[config.mk]
export PLATFORM = sky130hd
export DESIGN_NAME = sar_seq
export DESIGN_NICKNAME = d
export VERILOG_FILES = /design/src/rtl/sar_seq_pkg.sv /design/src/rtl/sar_seq_ctrl.sv /design/src/rtl/sar_seq_dpath.sv /design/src/rtl/sar_seq_fmt.sv /design/src/rtl/sar_seq.sv
export SDC_FILE = /design/constraint.sdc
export NUM_CORES = 1
export LEC_CHECK = 0
export ABC_AREA = 1
export BUFFER_PORTS_ARGS = -buffer_cell sky130_fd_sc_hd__buf_2
export CAP_MARGIN = 20
export CORE_ASPECT_RATIO = 2
export CORE_UTILIZATION = 44
export DETAILED_ROUTE_END_ITERATION = 6
export PLACE_DENSITY_LB_ADDON = 0.05
export SYNTH_ARGS = -nofsm -noshare
export SYNTH_HDL_FRONTEND = slang
export SYNTH_SLANG_ARGS = --single-unit
[constraint.sdc]
create_clock -name clk -period 1.2 [get_ports clk]
set_input_delay 0.12 -clock clk [delete_from_list [all_inputs] [get_ports clk]]
set_output_delay 0.12 -clock clk [all_outputs]
set_load 0.05 [all_outputs]
[src/rtl/sar_seq_pkg.sv]
package sar_seq_pkg;

    // controller states
    typedef enum logic [1:0] {
        ST_IDLE  = 2'd0,
        ST_SETUP = 2'd1,
        ST_CONV  = 2'd2,
        ST_STOP  = 2'd3
    } seq_state_e;

    // parallel output code formats
    typedef enum logic [1:0] {
        FMT_BIN  = 2'd0,
        FMT_OFS  = 2'd1,
        FMT_TWOS = 2'd2,
        FMT_RSV  = 2'd3
    } code_fmt_e;

endpackage

[src/rtl/sar_seq_ctrl.sv]
module sar_seq_ctrl
    import sar_seq_pkg::*;
#(
    parameter int N  = 12,
    parameter int IW = (N > 1) ? $clog2(N) : 1
) (
    input  logic          clk,
    input  logic          rst,
    input  logic          conv_cmd,
    output logic          gclk,
    output logic          busy,
    output logic          start,
    output logic          dec,
    output logic          active,
    output logic [IW-1:0] bit_idx
);

    localparam logic [IW-1:0] TOP_IDX = IW'(N - 1);

    seq_state_e state_q, state_d;
    logic       cmd_q;

    // transition decode
    always_comb begin
        start   = (state_q == ST_IDLE) && conv_cmd && !cmd_q;
        state_d = state_q;
        unique case (state_q)
            ST_IDLE:  if (start)                      state_d = ST_SETUP;
            ST_SETUP: if (gclk)                       state_d = ST_CONV;
            ST_CONV:  if (gclk && bit_idx == '0)      state_d = ST_STOP;
            ST_STOP:                                  state_d = ST_IDLE;
        endcase
    end

    // state register
    always_ff @(posedge clk) begin
        if (rst) state_q <= ST_IDLE;
        else     state_q <= state_d;
    end

    // combinational status outputs
    always_comb begin
        busy   = (state_q != ST_IDLE);
        active = (state_q == ST_CONV);
        dec    = (state_q == ST_CONV) && gclk;
    end

    // registered outputs: gated clock, bit pointer, command history
    always_ff @(posedge clk) begin
        if (rst) begin
            gclk    <= 1'b1;
            bit_idx <= '0;
            cmd_q   <= 1'b0;
        end else begin
            cmd_q <= conv_cmd;
            unique case (state_q)
                ST_IDLE: gclk <= !start;
                ST_SETUP: begin
                    gclk <= !gclk;
                    if (gclk) bit_idx <= TOP_IDX;
                end
                ST_CONV: begin
                    gclk <= !gclk;
                    if (gclk && bit_idx != '0) bit_idx <= bit_idx - 1'b1;
                end
                ST_STOP: gclk <= 1'b1;
            endcase
        end
    end

endmodule

[src/rtl/sar_seq_dpath.sv]
module sar_seq_dpath #(
    parameter int N  = 12,
    parameter int IW = (N > 1) ? $clog2(N) : 1
) (
    input  logic          clk,
    input  logic          rst,
    input  logic          start,
    input  logic          dec,
    input  logic          active,
    input  logic [IW-1:0] bit_idx,
    input  logic          cmp_ge,
    output logic [N-1:0]  trial,
    output logic [N-1:0]  res_nxt,
    output logic          ser_out
);

    logic [N-1:0] res_q;
    logic [N-1:0] probe;

    always_comb begin
        probe   = N'(1) << bit_idx;
        res_nxt = cmp_ge ? (res_q | probe) : (res_q & ~probe);
        trial   = active ? (res_q | probe) : '0;
    end

    always_ff @(posedge clk) begin
        if (rst || start) begin
            res_q   <= '0;
            ser_out <= 1'b0;
        end else if (dec) begin
            res_q   <= res_nxt;
            ser_out <= cmp_ge;
        end
    end

endmodule

[src/rtl/sar_seq_fmt.sv]
module sar_seq_fmt
    import sar_seq_pkg::*;
#(
    parameter int N = 12
) (
    input  logic         clk,
    input  logic         rst,
    input  logic         start,
    input  logic         dec,
    input  logic [1:0]   fmt_sel,
    input  logic [N-1:0] res_nxt,
    output logic [N-1:0] par_out
);

    localparam logic [N-1:0] SIGN_MASK = {1'b1, {(N-1){1'b0}}};

    logic [N-1:0] shaped;

    always_comb begin
        unique case (code_fmt_e'(fmt_sel))
            FMT_TWOS: shaped = res_nxt ^ SIGN_MASK;
            FMT_OFS:  shaped = res_nxt;
            FMT_BIN:  shaped = res_nxt;
            FMT_RSV:  shaped = res_nxt;
        endcase
    end

    always_ff @(posedge clk) begin
        if (rst || start) par_out <= '0;
        else if (dec)     par_out <= shaped;
    end

endmodule

[src/rtl/sar_seq.sv]
module sar_seq #(
    parameter int N = 12
) (
    input  logic         clk,
    input  logic         rst,
    input  logic         conv_cmd,
    input  logic         cmp_ge,
    input  logic [1:0]   fmt_sel,
    output logic         busy,
    output logic         gclk,
    output logic [N-1:0] trial,
    output logic [N-1:0] par_out,
    output logic         ser_out
);

    localparam int IW = (N > 1) ? $clog2(N) : 1;

    logic          start, dec, active;
    logic [IW-1:0] bit_idx;
    logic [N-1:0]  res_nxt;

    sar_seq_ctrl #(.N(N), .IW(IW)) u_ctrl (
        .clk(clk), .rst(rst), .conv_cmd(conv_cmd),
        .gclk(gclk), .busy(busy), .start(start), .dec(dec),
        .active(active), .bit_idx(bit_idx)
    );

    sar_seq_dpath #(.N(N), .IW(IW)) u_dpath (
        .clk(clk), .rst(rst), .start(start), .dec(dec), .active(active),
        .bit_idx(bit_idx), .cmp_ge(cmp_ge), .trial(trial),
        .res_nxt(res_nxt), .ser_out(ser_out)
    );

    sar_seq_fmt #(.N(N)) u_fmt (
        .clk(clk), .rst(rst), .start(start), .dec(dec),
        .fmt_sel(fmt_sel), .res_nxt(res_nxt), .par_out(par_out)
    );

endmodule

# == Word-level counts from Yosys, hierarchy flattened ==
# Index checks and enable logic that the tools add are counted.
# totals
ff_bits,33
input_bits,6
out_inout_bits,27
# classes
add_sub_neg,1
eq_ne,10
shifts,1
mux,11
bitwise_logic,4
n_reduce_logical,19
# ops
operator,n
$mux 12,2
$pmux 12 s2,1
$and 12x12->12,1
$not 12->12,1
$or 12x12->12,1
$shl 1x4->12 const A,1
$eq 2x2->1 const B,4
$mux 4,2
$pmux 2 s4,1
$pmux 4 s2,1
$mux 2,3
$reduce_and 3->1,2
$logic_and 1x1->1,5
$eq 2x1->1 const B,2
$logic_not 2->1,2
$logic_not 4->1,1
$ne 2x1->1 const B,2
$ne 2x2->1 const B,2
$reduce_bool 2->1,2
$reduce_bool 4->1,1
$sub 4x1->4 const B,1
$logic_not 1->1,3
$pmux 1 s3,1
$reduce_or 3->1,1
3 further kinds,3

# == Longest topological paths before layout ==
# logic_depth
word_depth,6
mapped_depth,9
depth_no_buf,9

# == Cells and area by module ==
# From an unflattened synthesis, not the netlist that was laid out.
# hier_totals
cells_unflattened,293
hier_area_um2,1889.3
# modules_own_cells
module,instances,cells_per_inst,area_per_inst_um2
sar_seq_dpath,1,158,917.1
sar_seq_ctrl,1,77,524.3
sar_seq_fmt,1,58,447.9

# == Least setup slack after synthesis ==
# Ideal clock, no wire load.
# synth_timing
path_type,register to output
from,reg u_ctrl.state_q[0]
to,out trial[0]
t_arrival_ns,1.657
required_ns,1.080
setup_slack_ns,-0.577
path_stages_with_launch,6
path_buffers,1
cell_sequence,dfxtp_1 > inv_1 > ha_1 > buf_4 > inv_2 > a21oi_1
# synth_via
elab_chain_cells,2
# synth_lines
element,line,rtl
"start, declared",sar_seq_ctrl.sv:20,"seq_state_e state_q, state_d;"
"start signal, assigned",sar_seq_ctrl.sv:38,else state_q <= state_d;
$eq 2x2->1,sar_seq_ctrl.sv:44,active = (state_q == ST_CONV);
$mux 12,sar_seq_dpath.sv:23,trial = active ? (res_q | probe) : '0;
"end, declared",sar_seq.sv:11,"output logic [N-1:0] trial,"
# Every way passes these cells.

# == Final worst setup path ==
# layout_timing
from,reg u_ctrl.bit_idx[0]
to,out trial[2]
# layout_via
elab_chain_cells,3
# layout_lines
element,line,rtl
"start, declared",sar_seq_ctrl.sv:15,output logic [IW-1:0] bit_idx
"start signal, assigned",sar_seq_ctrl.sv:64,if (gclk && bit_idx != '0) bit_idx <= bit_idx - 1'b1;
$shl 1x4->12,sar_seq_dpath.sv:21,probe = N'(1) << bit_idx;
$or 12x12->12,sar_seq_dpath.sv:23,
$mux 12,sar_seq_dpath.sv:23,
# Every way passes these cells.

==> impl_results.md <==
* WS Path Type: reg -> out
* Clock Pin Slew Worst Setup and Hold Paths at 0.10 ns
* Netlist cell types at 23
* Worst EP required at 1.08 ns
* Most common cell after layout, fill and taps aside: buf_4
* Final net count at 286
* Min Tclk post-route at 1.57 ns
* Seq. cell area at 459 um2
* Pwr/cell area at 2150 nW/um2
* Clk_lat worst skew at 0.28 ns
* Die Y at 83.3 um
* Register area share after synthesis at 30.3%
* Row cnt at 29
* Total die area at 3550 um2
* Post-synthesis cell count at 203
* Fin Hold WS at 0.112 ns
* Iter 0 DRT Violations at 45
* Post-layout util at 86.2%
* Peak supply drop at 2110 uV
* Synthesized flop and latch total at 22
* Final worst slack at -0.368 ns
* Deepest clock path buffer count at 2
* Arrival time at the worst endpoint at 1.45 ns
* Grt met3 use at 2.39%
* Failing checks: negative setup slack
* Layout cells sized above 1 at 68.8%
* Fmax at 0.638 GHz
* Least-Margin Pin Slew at 0.255 ns
* Synthesis Warnings at 0
* Crit path from: u_ctrl.bit_idx[0]$_SDFFE_PP0P_
* Fin. max-slew vios at 0
* Reg-to-Reg Start: u_ctrl.bit_idx[1]$_SDFFE_PP0P_
* Synthesized area at 1450 um2
* Most frequent cells in the layout: 30 x buf_4, 22 x nand2_1, 21 x nor2_4, 21 x buf_6, 19 x buf_2
* Busiest layer in global routing: met2
* Drt wl/cell at 18.3 um
* Initial Utilization at 46.1%
* Worst setup EP type: output pin
* Remaining DRCs at 0
* Area occupied by multi-input gates at 1320 um2
* Num CTS Buffers at 3
* Setup violators final at 34
* Via/cell ratio at 5.53
* First-pass GRT wire length at 7400 um
* # clock sinks at 22
* # H-tree levels at 1
* Status: complete, but fails checks
* Hold Path Class: in -> reg
* Ys async rst share at 0%
* Via count at 1658
* Final Skew at 0.0125 ns
* Syn avg cell area at 7.16 um2
* Initial antenna violation count at 0
* Yosys top cell by area: dfxtp_1
* # diodes at 0
* Vias in the first global route at 1661
* MaxCap Viol Count at 0
* FILL cells at 158
* Gr ovfl total at 0
* Power Total at 5840 uW
* I/O pin cnt at 33
* Max Fanout on Critical Path at 4
* Gpl congestion at 0.818
* I/O Buffers at 32
* GRT met1 Usage at 24.1%
* CTS tree: yes
* Post-synth EDFFs at 0
* Largest net degree at the start of global routing at 14
* Pleak at 0.00107 uW
* Pre-CTS WS at -0.195 ns
* Area grow syn2layout at 87.1%
* Worst Reg-to-Reg Cells at 9
* Slew HR at 83.1%
* HPWL Detailed at 3110 um
* Syn_nets at 219
* GRT Util Overall at 27.0%
* Crit share post-route at 131%
* Die width at 42.6 um
* Final Cell Area at 2720 um2
* Routed WL at 5500 um
* Share of the synthesized area in the top cell type at 30.3%
* First-pass detailed-route iteration total at 4
* RSZ-0062 raised after global routing: true
* Dpl cell area at 1910 um2
* Met2 GRT Util at 52.3%
* Antenna Violating Nets Remaining at 0
* Hold Path Stages at 3
* CP Launch Type: flop
* Top_reg_cell synth: dfxtp_1
* Core Area at 3160 um2
* Final Hold Viols at 0
* Top area cells in the synthesized netlist: dfxtp_1 30%, ha_1 8.6%, nor2_1 8.5%
* Root Buffer: clkbuf_8
* Hold_sp: conv_cmd
[where the power goes]
group	switching (uW)	total, uW	internal, uW	leakage, uW
logic	2270	3990	1720	0.000856
clock network	279	726	447	0.0000357
registers	235	1120	888	0.000182
[cell families after synthesis]
logic type                 count (synthesis)  share of synthesized area [%]
adders and majority gates                 10                           8.61
AOI/OAI and AO/OA                         31                           14.1
and+or+nand+nor                           96                           31.6
buffers and inverters                     44                           15.4
DFF                                       22                           30.3
[metal layers]
layer	up-vias	routed length [um]
li1	767	-
met1	810	1730
met2	56	3350
met3	25	141
met4	0	275
met5	-	0
[final cells by class]
class,instances,area share [%]
Tap cell,31,1.43
Inverter,29,5.52
Multi-Input combinational cell,137,48.5
Clock buffer,3,1.52
Sequential cell,22,16.9
Clock inverter,1,1.10
Timing Repair Buffer,77,25.1
[worst max-delay path, stage by stage, from the launching register on]
cell and delay, ns:
dfxtp_4 0.39, inv_4 0.09, ha_4 0.17, inv_4 0.05
nor3_4 0.17, o21a_4 0.15, buf_8 0.13
[path summary, 6_finish.rpt]
| kind | endpoint | slack (ns) |
|---|---|---|
| setup / recovery | trial[2] | -0.37 |
| hold / removal | u_ctrl.cmd_q$_SDFF_PP0_ | 0.11 |
| setup reg to reg | u_ctrl.bit_idx[2]$_SDFFE_PP0P_ | -0.27 |
| hold reg to reg | u_dpath.ser_out$_SDFFE_PP0P_ | 0.48 |
[cell usage after synthesis (3+ instances only)]
library cell / number
buf_4: 13
a22oi_1: 7
nand2_4: 3
nand3_1: 14
nor2_2: 6
nand2_1: 31
ha_1: 10
nor2_1: 33
inv_1: 26
nor3_2: 3
o21a_1: 3
a211oi_2: 3
dfxtp_1: 22
a21oi_1: 15
[stage by stage]
| step | setup TNS, ns | cells |
|---|---|---|
| floorplan | -0.881 | 203 |
| global placement | -2.87 | 275 |
| detailed placement | -4.06 | 275 |
| CTS | -6.15 | 289 |
| global route | -8.77 | 300 |
| finish | -7.06 | 300 |
[timing repair]
item | CTS | global route
hold buffers | 0 | 0
pin swaps | 24 | 32
gates cloned | 0 | 1
gates resized for setup | 94 | 49
buffers inserted | 11 | 11
endpoints found under the setup margin | 34 | 34
Note: power is estimated with default switching activity, not from simulation.
